File: src/rtl/regwin_pkg.sv
`timescale 1ns/1ps
package regwin_pkg;

    typedef enum logic [2:0] {
        OP_SAVE     = 3'd0,
        OP_RESTORE  = 3'd1,
        OP_FLUSH    = 3'd2,
        OP_SAVED    = 3'd3,
        OP_RESTORED = 3'd4,
        OP_WRITE    = 3'd5,
        OP_NONE6    = 3'd6,
        OP_NONE7    = 3'd7
    } win_op_e;

    typedef enum logic [2:0] {
        FLD_SAVE_ROOM = 3'd0,
        FLD_REST_ROOM = 3'd1,
        FLD_CLEAN     = 3'd2,
        FLD_OTHER     = 3'd3,
        FLD_CFG       = 3'd4,
        FLD_CUR_WIN   = 3'd5,
        FLD_NONE6     = 3'd6,
        FLD_NONE7     = 3'd7
    } win_field_e;

    typedef enum logic [1:0] {
        TK_NONE  = 2'd0,
        TK_SPILL = 2'd1,
        TK_FILL  = 2'd2,
        TK_CLEAN = 2'd3
    } trap_kind_e;

    typedef enum logic [1:0] {
        ST_IDLE = 2'd0,
        ST_EXEC = 2'd1,
        ST_RESP = 2'd2
    } seq_state_e;

endpackage

File: src/rtl/regwin_trap_enc.sv
`timescale 1ns/1ps
module regwin_trap_enc
    import regwin_pkg::*;
#(
    parameter int CW = 3,
    parameter int TTW = 9,
    parameter logic [TTW-1:0] SPILL_BASE = 9'h080,
    parameter logic [TTW-1:0] FILL_BASE  = 9'h0C0,
    parameter logic [TTW-1:0] CLEAN_BASE = 9'h024,
    parameter logic [TTW-1:0] OTHER_FLAG = 9'h020
) (
    input  trap_kind_e     kind,
    input  logic [CW-1:0]  other_cnt,
    input  logic [5:0]     cfg,
    output logic [TTW-1:0] tt
);

    logic [TTW-1:0] sub_code;

    // Handler selector: upper half of cfg when foreign windows remain.
    always_comb begin
        if (other_cnt != '0) begin
            sub_code = OTHER_FLAG | (TTW'(cfg[5:3]) << 2);
        end else begin
            sub_code = TTW'(cfg[2:0]) << 2;
        end
    end

    always_comb begin
        unique case (kind)
            TK_SPILL: tt = SPILL_BASE | sub_code;
            TK_FILL:  tt = FILL_BASE | sub_code;
            TK_CLEAN: tt = CLEAN_BASE;
            TK_NONE:  tt = '0;
        endcase
    end

endmodule

File: src/rtl/regwin_ctr_next.sv
`timescale 1ns/1ps
module regwin_ctr_next
    import regwin_pkg::*;
#(
    parameter int NWIN = 8,
    parameter int CW = $clog2(NWIN),
    parameter int DW = 6
) (
    input  win_op_e       op,
    input  win_field_e    field,
    input  logic [DW-1:0] data,
    input  logic [CW-1:0] sr,
    input  logic [CW-1:0] rr,
    input  logic [CW-1:0] cl,
    input  logic [CW-1:0] ot,
    input  logic [5:0]    cfg,
    input  logic [CW-1:0] win,
    output logic [CW-1:0] sr_n,
    output logic [CW-1:0] rr_n,
    output logic [CW-1:0] cl_n,
    output logic [CW-1:0] ot_n,
    output logic [5:0]    cfg_n,
    output logic [CW-1:0] win_n,
    output trap_kind_e    kind
);

    localparam logic [CW-1:0] ONE       = CW'(1);
    localparam logic [CW-1:0] LAST_WIN  = CW'(NWIN - 1);
    localparam logic [CW-1:0] FULL_SAVE = CW'(NWIN - 2);

    logic [CW-1:0] win_dn;
    logic [CW-1:0] win_up;
    logic [CW-1:0] win_wr;

    // Window pointer stepping: free wrap for a power-of-two count, explicit otherwise.
    generate
        if ((1 << CW) == NWIN) begin : g_pow2_wrap
            assign win_dn = win - ONE;
            assign win_up = win + ONE;
        end else begin : g_cmp_wrap
            assign win_dn = (win == '0) ? LAST_WIN : win - ONE;
            assign win_up = (win == LAST_WIN) ? '0 : win + ONE;
        end
    endgenerate

    assign win_wr = CW'(32'(data) % NWIN);

    always_comb begin
        sr_n  = sr;
        rr_n  = rr;
        cl_n  = cl;
        ot_n  = ot;
        cfg_n = cfg;
        win_n = win;
        kind  = TK_NONE;
        unique case (op)
            OP_SAVE: begin
                if (sr == '0) begin
                    kind = TK_SPILL;
                end else if (cl == rr) begin
                    kind = TK_CLEAN;
                end else begin
                    sr_n  = sr - ONE;
                    rr_n  = rr + ONE;
                    win_n = win_dn;
                end
            end
            OP_RESTORE: begin
                if (rr == '0) begin
                    kind = TK_FILL;
                end else begin
                    sr_n  = sr + ONE;
                    rr_n  = rr - ONE;
                    win_n = win_up;
                end
            end
            OP_FLUSH: begin
                if (sr != FULL_SAVE) begin
                    kind = TK_SPILL;
                end
            end
            OP_SAVED: begin
                sr_n = sr + ONE;
                if (ot == '0) begin
                    rr_n = rr - ONE;
                end else begin
                    ot_n = ot - ONE;
                end
            end
            OP_RESTORED: begin
                rr_n = rr + ONE;
                if (cl < LAST_WIN) begin
                    cl_n = cl + ONE;
                end
                if (ot == '0) begin
                    sr_n = sr - ONE;
                end else begin
                    ot_n = ot - ONE;
                end
            end
            OP_WRITE: begin
                unique case (field)
                    FLD_SAVE_ROOM: sr_n  = data[CW-1:0];
                    FLD_REST_ROOM: rr_n  = data[CW-1:0];
                    FLD_CLEAN:     cl_n  = data[CW-1:0];
                    FLD_OTHER:     ot_n  = data[CW-1:0];
                    FLD_CFG:       cfg_n = data[5:0];
                    FLD_CUR_WIN:   win_n = win_wr;
                    FLD_NONE6, FLD_NONE7: ;
                endcase
            end
            OP_NONE6, OP_NONE7: ;
        endcase
    end

endmodule

File: src/rtl/regwin_ctr_unit.sv
`timescale 1ns/1ps
module regwin_ctr_unit
    import regwin_pkg::*;
#(
    parameter int NWIN = 8,
    parameter int TTW = 9,
    parameter logic [TTW-1:0] SPILL_BASE = 9'h080,
    parameter logic [TTW-1:0] FILL_BASE  = 9'h0C0,
    parameter logic [TTW-1:0] CLEAN_BASE = 9'h024,
    parameter logic [TTW-1:0] OTHER_FLAG = 9'h020,
    localparam int CW = $clog2(NWIN),
    localparam int DW = 6
) (
    input  logic           clk,
    input  logic           rst_n,
    input  logic           op_valid,
    input  logic [2:0]     op_code,
    input  logic [2:0]     wr_field,
    input  logic [DW-1:0]  wr_data,
    output logic           op_ready,
    output logic           resp_valid,
    output logic           resp_trap,
    output logic [TTW-1:0] resp_tt,
    output logic [CW-1:0]  save_room,
    output logic [CW-1:0]  rest_room,
    output logic [CW-1:0]  clean_cnt,
    output logic [CW-1:0]  other_cnt,
    output logic [5:0]     spill_cfg,
    output logic [CW-1:0]  cur_win
);

    seq_state_e    state_q, state_d;
    win_op_e       op_q;
    win_field_e    field_q;
    logic [DW-1:0] data_q;

    logic [CW-1:0] sr_n, rr_n, cl_n, ot_n, win_n;
    logic [5:0]    cfg_n;
    trap_kind_e    kind;
    logic [TTW-1:0] tt;

    logic accept;
    assign accept = (state_q == ST_IDLE) && op_valid;

    // State register
    always_ff @(posedge clk or negedge rst_n) begin
        if (!rst_n) begin
            state_q <= ST_IDLE;
        end else begin
            state_q <= state_d;
        end
    end

    // Transitions: IDLE->EXEC on a command, EXEC->RESP, RESP->IDLE
    always_comb begin
        state_d = state_q;
        unique case (state_q)
            ST_IDLE: if (op_valid) state_d = ST_EXEC;
            ST_EXEC: state_d = ST_RESP;
            ST_RESP: state_d = ST_IDLE;
            default: state_d = ST_IDLE;
        endcase
    end

    // State-decoded outputs
    always_comb begin
        op_ready   = 1'b0;
        resp_valid = 1'b0;
        unique case (state_q)
            ST_IDLE: op_ready   = 1'b1;
            ST_EXEC: ;
            ST_RESP: resp_valid = 1'b1;
            default: ;
        endcase
    end

    // Command capture
    always_ff @(posedge clk or negedge rst_n) begin
        if (!rst_n) begin
            op_q    <= OP_NONE7;
            field_q <= FLD_NONE7;
            data_q  <= '0;
        end else if (accept) begin
            op_q    <= win_op_e'(op_code);
            field_q <= win_field_e'(wr_field);
            data_q  <= wr_data;
        end
    end

    regwin_ctr_next #(
        .NWIN (NWIN),
        .CW   (CW),
        .DW   (DW)
    ) u_next (
        .op    (op_q),
        .field (field_q),
        .data  (data_q),
        .sr    (save_room),
        .rr    (rest_room),
        .cl    (clean_cnt),
        .ot    (other_cnt),
        .cfg   (spill_cfg),
        .win   (cur_win),
        .sr_n  (sr_n),
        .rr_n  (rr_n),
        .cl_n  (cl_n),
        .ot_n  (ot_n),
        .cfg_n (cfg_n),
        .win_n (win_n),
        .kind  (kind)
    );

    regwin_trap_enc #(
        .CW         (CW),
        .TTW        (TTW),
        .SPILL_BASE (SPILL_BASE),
        .FILL_BASE  (FILL_BASE),
        .CLEAN_BASE (CLEAN_BASE),
        .OTHER_FLAG (OTHER_FLAG)
    ) u_enc (
        .kind      (kind),
        .other_cnt (other_cnt),
        .cfg       (spill_cfg),
        .tt        (tt)
    );

    // Window state and response registers, loaded in EXEC
    always_ff @(posedge clk or negedge rst_n) begin
        if (!rst_n) begin
            save_room <= CW'(NWIN - 2);
            rest_room <= '0;
            clean_cnt <= CW'(NWIN - 1);
            other_cnt <= '0;
            spill_cfg <= '0;
            cur_win   <= '0;
            resp_trap <= 1'b0;
            resp_tt   <= '0;
        end else if (state_q == ST_EXEC) begin
            save_room <= sr_n;
            rest_room <= rr_n;
            clean_cnt <= cl_n;
            other_cnt <= ot_n;
            spill_cfg <= cfg_n;
            cur_win   <= win_n;
            resp_trap <= (kind != TK_NONE);
            resp_tt   <= tt;
        end
    end

endmodule

File: config.mk
export PLATFORM = sky130hd
export DESIGN_NAME = regwin_ctr_unit
export DESIGN_NICKNAME = d
export VERILOG_FILES = /design/src/rtl/regwin_pkg.sv /design/src/rtl/regwin_trap_enc.sv /design/src/rtl/regwin_ctr_next.sv /design/src/rtl/regwin_ctr_unit.sv
export SDC_FILE = /design/constraint.sdc
export NUM_CORES = 1
export LEC_CHECK = 0
export BUFFER_PORTS_ARGS = -buffer_cell sky130_fd_sc_hd__buf_2
export CAP_MARGIN = 0
export CELL_PAD_IN_SITES_DETAIL_PLACEMENT = 1
export CELL_PAD_IN_SITES_GLOBAL_PLACEMENT = 1
export CORE_MARGIN = 2
export CORE_UTILIZATION = 30
export DETAILED_ROUTE_END_ITERATION = 10
export HOLD_SLACK_MARGIN = 0.08
export PLACE_DENSITY = 0.61
export SLEW_MARGIN = 10
export SYNTH_ARGS = -nofsm -noshare
export SYNTH_HDL_FRONTEND = slang
export SYNTH_SLANG_ARGS = --single-unit
File: constraint.sdc
create_clock -name clk -period 2 [get_ports clk]
set_input_delay 0.1 -clock clk [delete_from_list [all_inputs] [get_ports clk]]
set_output_delay 0.1 -clock clk [all_outputs]
set_load 0.005 [all_outputs]
# ---- Yosys cells after proc, flatten, opt, wreduce, memory -nomap -nowiden
# Index checks and enable logic that the tools add are counted.
dict set report totals {
  rom_bits 0
  wordCells 106
  inputBits 15
  mem_count 0
  ramBits 0
  ff_bits 45
  latchBits 0
}
dict set report classes {
  shifts 0
  mux 34
  order_cmp 1
  addsub 8
  n_bitwise 0
  n_reduce_logical 21
  mul 0
  n_div 0
  n_eq_ne 30
}
# operator count
set op_table {}
lappend op_table {{3-bit 2-to-1 mux} 18}
lappend op_table {{9-bit one-hot mux with 4 select lines} 1}
lappend op_table {{3-bit one-hot mux with 5 select lines} 2}
lappend op_table {{2-bit != test (second input constant)} 9}
lappend op_table {{3-bit logical NOT} 5}
lappend op_table {{7-bit AND reduction} 2}
lappend op_table {{3-bit by 1-bit adder with 3-bit output (second input constant)} 4}
lappend op_table {{3-bit by 2-bit equality test with 1-bit output (second input constant)} 4}
lappend op_table {{3-bit equality test (second input constant)} 4}
lappend op_table {{3-bit one-hot mux with 2 select lines} 2}
lappend op_table {{3-bit by 1-bit subtractor with 3-bit output (second input constant)} 4}
lappend op_table {{3-bit one-hot mux with 3 select lines} 1}
lappend op_table {{2-bit 2-to-1 mux} 4}
lappend op_table {{2-bit by 1-bit != test with 1-bit output (second input constant)} 4}
lappend op_table {{4-bit AND reduction} 2}
lappend op_table {{2-bit equality test (second input constant)} 3}
lappend op_table {{3-bit by 1-bit equality test with 1-bit output (second input constant)} 2}
lappend op_table {{6-bit 2-to-1 mux} 1}
lappend op_table {{2-bit one-hot mux with 3 select lines} 1}
lappend op_table {{6-bit AND reduction} 1}
lappend op_table {{2-bit nonzero test} 3}
lappend op_table {{3-bit nonzero test} 2}
lappend op_table {{5-bit nonzero test} 1}
lappend op_table {{2-bit by 1-bit equality test with 1-bit output (second input constant)} 2}
lappend op_table {{9 further kinds} 12}

# ---- Depth between registers and ports, before layout
dict set report logic_depth {
  word_depth 6
  mapped_depth 9
  depth_no_buf 8
}

# ---- Cells and area by module
# A second synthesis with hierarchy kept.
dict set report hier_totals {
  cells_unflattened 299
  hier_area_um2 3184.3
}
# module area_each_um2 instances seq_area_each_um2 cells_per_inst
set by_module_without_submodules {}
lappend by_module_without_submodules {regwin_ctr_unit 1851.8 1 1139.8 100}
lappend by_module_without_submodules {regwin_ctr_next 1193.6 1 0.0 179}
lappend by_module_without_submodules {regwin_trap_enc 138.9 1 0.0 20}

# ---- Least setup slack after synthesis
# OpenSTA, ideal clock, no wires.
dict set report synth_timing {
  path_kind {register -> register}
  from {register op_q[0]}
  to {register rest_room[2]}
  slack_ps -223
  path_buffers 1
  path_stages_with_launch 7
  required_ps 1875
  arrival_ps 2098
  cell_sequence {dfstp_2 or3b_1 or4_4 and3_1 buf_6 and3_4 mux2_4}
}
dict set report synth_between {
  elab_chain_len 3
}
# element line
set synth_rtl {}
lappend synth_rtl {{from (decl)} regwin_ctr_unit.sv:33} ;# win_op_e op_q;
lappend synth_rtl {{from (signal assigned)} regwin_ctr_unit.sv:84} ;# op_q <= win_op_e'(op_code);
lappend synth_rtl {{3-bit by 1-bit equality test with 1-bit output, or another cell as far along} regwin_ctr_next.sv:56} ;# unique case (op)
lappend synth_rtl {{5-bit nonzero test (no line), or another cell as far along} -}
lappend synth_rtl {{7-bit AND reduction (no line)} -}
lappend synth_rtl {{to (signal assigned)} regwin_ctr_unit.sv:140} ;# rest_room <= rr_n;
lappend synth_rtl {{to (decl)} regwin_ctr_unit.sv:25} ;# output logic [CW-1:0] rest_room,
# Several ways; a longest one is shown, not always the timed one.
# A chain may end at the register's enable or synchronous reset.

# ---- Worst setup path after layout
# Ends and elaborated chain as after synthesis.

==> flow_summary.toml <==
[sta]
hold_slack_ps = 298
final.period_utilization = 1.05
clock_skew_ps = 8.45
fmax_mhz = 475
tns_ps = -390
slew_headroom = 0.651
slew_violations = 0
setup_ws_ps = -105
finalSetupViolations = 10
rsz0062_at_grt = "yes"
min_period_ps = 2100
hold_violations = 0
tightest_slew_ps = 524

[critical_path]
required_ps = 2180
max_stage_delay_ps = 530
path_class = "reg2reg"
end_kind = "flop"
worstPathMaxFanout = 4
worstPathCellList = "or3b_4, or4_4, and3_4, and3_4, mux2_4"
arrival_ps = 2290
regToRegStartpoint = "op_q[0]$_DFFE_PN1P_"
crit_top_cell = "and3_4"
slowest_stage = "dfstp_2"
ff2ff_setup_slack_ps = -100
reg2reg_depth = 5
r2r_end = "rest_room[2]$_DFFE_PN0P_"
start_kind = "flop"

[yosys]
yosysTopAreaCellShare = 0.331
yosys.area.top_type = "dfrtp_1"
synth_common_cells = "dfrtp_1, nand2_1, o21ai_0"
synthTopCellsByArea = "dfrtp_1, dfstp_2, mux2_2"
postSynthAreaPerCell_um2 = 9.98
synth-edff-count = 0
synth_cell_type_count = 49
synth_seq_cells = 42
synthArstFlopShare = 1.00
syn-cell-area_um2 = 2350
seq_area_frac_synth = 0.454
ys.warnings.count = 0
synthesis.instances = 235
yosysMostFrequentCell = "dfrtp_1"
ys.flop_type = "dfrtp_1"

[global_routing]
antenna_found_initial = 0
grt_max_degree = 24
grt_pass1_wl_um = 11300
grt_pass1_vias = 2151
grt.overflow.total = 0
grt_usage = 0.168

[placement]
pre_cts_ws_ps = -165
hpwl_um = 4970
post-place-cells = 398
place_congestion = 0.894
io_buffers = 44

[drt]
num_vias = 2049
wire_per_inst_um = 15.5
ant_nets = 0
drt-vias-per-instance = 4.89
wirelength_um = 6500
drtIter0Drc = 117
drcViolationCount = 0
drt_pre_antenna_iters = 4

[die]
ioPinCount = 48
die_h_um = 92.4
dieArea_um2 = 8540
die_x_um = 92.4
row_count = 32
start_util = 0.307
core_region_area_um2 = 7650

[final_layout]
fin_cells = 419
regArea_um2 = 1060
multi_input_area_um2 = 1290
drive_gt1_frac = 0.407
diodes = 0
nNetsFinal = 341
fill_cells = 877
area_delta_synth_final_pct = 36.0

[status]
status = "finished, violations left"
violations = "negative setup slack"

[pwr]
power_density_nw_per_um2 = 1260
leakage_uw = 0.00145
max-vdd-ir-drop_uv = 521

[clocking]
path_clk_slew_ps = 90
insertion_delay_ps = 300
cts-htree-levels = 2
clockRootBuffer = "clkbuf_8"
cts_setup_buffers = 0
cts_buffers = 5
cts_max_path_buffers = 2
clock-sinks = 42
cts_tree = "yes"

[run]
maxCapViolations = 0

[worst_hold_path]
min_path_type = "in2async"
## registers in the layout, indices dropped and copies added, names as in the netlist
| register | count |
|---|---|
| cur_win | 3 |
| rest_room | 3 |
| resp_tt | 6 |
| field_q | 3 |
| data_q | 6 |
| resp_trap | 1 |
| save_room | 3 |
| state_q | 2 |
| spill_cfg | 6 |
| op_q | 3 |
| clean_cnt | 3 |
| other_cnt | 3 |
## worst max path at each step
stage / startpoint / end / slack [ps] / cells past startpoint
floorplan: op_q[0]$_DFFE_PN1P_ / rest_room[2]$_DFFE_PN0P_ / -220 / 6
global placement: op_q[0]$_DFFE_PN1P_ / resp_tt[2]$_DFFE_PN0N_ / -110 / 6
detailed placement: op_q[0]$_DFFE_PN1P_ / resp_tt[2]$_DFFE_PN0N_ / -160 / 6
CTS: op_q[0]$_DFFE_PN1P_ / rest_room[2]$_DFFE_PN0P_ / -100 / 5
global route: op_q[0]$_DFFE_PN1P_ / resp_tt[5]$_DFFE_PN0N_ / -140 / 7
finish: op_q[0]$_DFFE_PN1P_ / rest_room[2]$_DFFE_PN0P_ / -100 / 5
## through the flow
stage | area [um^2] | utilization | power, uW
detailed placement | 2880 | 0.376 | 3360
CTS | 3150 | 0.412 | 4040
global placement | 2880 | 0.376 | 3310
floorplan | 2380 | - | 2590
global route | 3190 | 0.417 | 4400
finish | 3190 | 0.417 | 4030
## critical path, delay by kind of cell, from the launching register on
family	cells	cell delay, ps
flip-flops	1	530
multiplexers	1	290
AND/OR/NAND/NOR	4	1170
## per-layer routing
metal  up-vias  part of all wire  GRT usage
met5         -                 0          0
met4         0            0.0068     0.0323
li1        989                 -          -
met3         4             0.035     0.0350
met2        40              0.47      0.262
met1      1016              0.49      0.242
## area by class of cell
cell class | count | share of cell area
timing repair buffer | 85 | 0.181
clock buffer | 5 | 0.0216
sequential | 42 | 0.334
tap | 102 | 0.0400
multi-input combinational | 170 | 0.403
clock inverter | 3 | 0.00667
inverter | 12 | 0.0141
## kinds of logic (layout without fill, tap and decap cells)
group	count (synthesis)	count (layout)	share of synthesized area
muxes	23	23	0.109
other	1	3	0.00160
AOI/OAI and AO/OA	54	54	0.141
buffers and inverters	25	105	0.0485
xor gates and xnor gates	5	5	0.0187
and+or+nand+nor	75	75	0.165
adders and majority gates	10	10	0.0629
DFF	42	42	0.454
## power by group
| group | internal [uW] | switching, uW | total [uW] |
|---|---|---|---|
| combinational | 979 | 939 | 1920 |
| sequential | 1190 | 340 | 1530 |
| clock | 246 | 332 | 578 |
| total | 2420 | 1610 | 4030 |
## cell usage in the layout (no fill, tap or decap), types with 2 or more instances in the layout
cell	netlist	layout
dfrtp_1	31	31
buf_2	1	44
buf_4	3	26
ha_4	0	3
conb_1	1	3
nand3_1	5	5
a41oi_1	2	2
inv_2	0	2
inv_1	12	10
xnor2_1	3	3
dfstp_2	11	11
ha_1	7	4
dlygate4sd3_1	0	13
nand4_1	5	5
mux2i_1	6	6
nand2_1	24	23
nor3_1	5	5
xor2_1	2	2
nor2_1	14	13
o22a_1	2	2
a31oi_1	6	6
and3_4	1	2
a21oi_1	16	16
nor2b_1	2	2
nand2b_1	7	6
o21ai_1	0	3
mux2_2	16	16
fa_1	3	2
clkbuf_8	0	5
o21ai_0	18	14
## timing repair
action | CTS | global route
cloned | 0 | 0
hold endpoints to repair | 26 | 0
hold buffers | 13 | 0
pin swaps | 2 | 1
resized for setup | 8 | 10
setup endpoints to repair | 12 | 17
No activity file was read; power rests on OpenSTA's default activity.
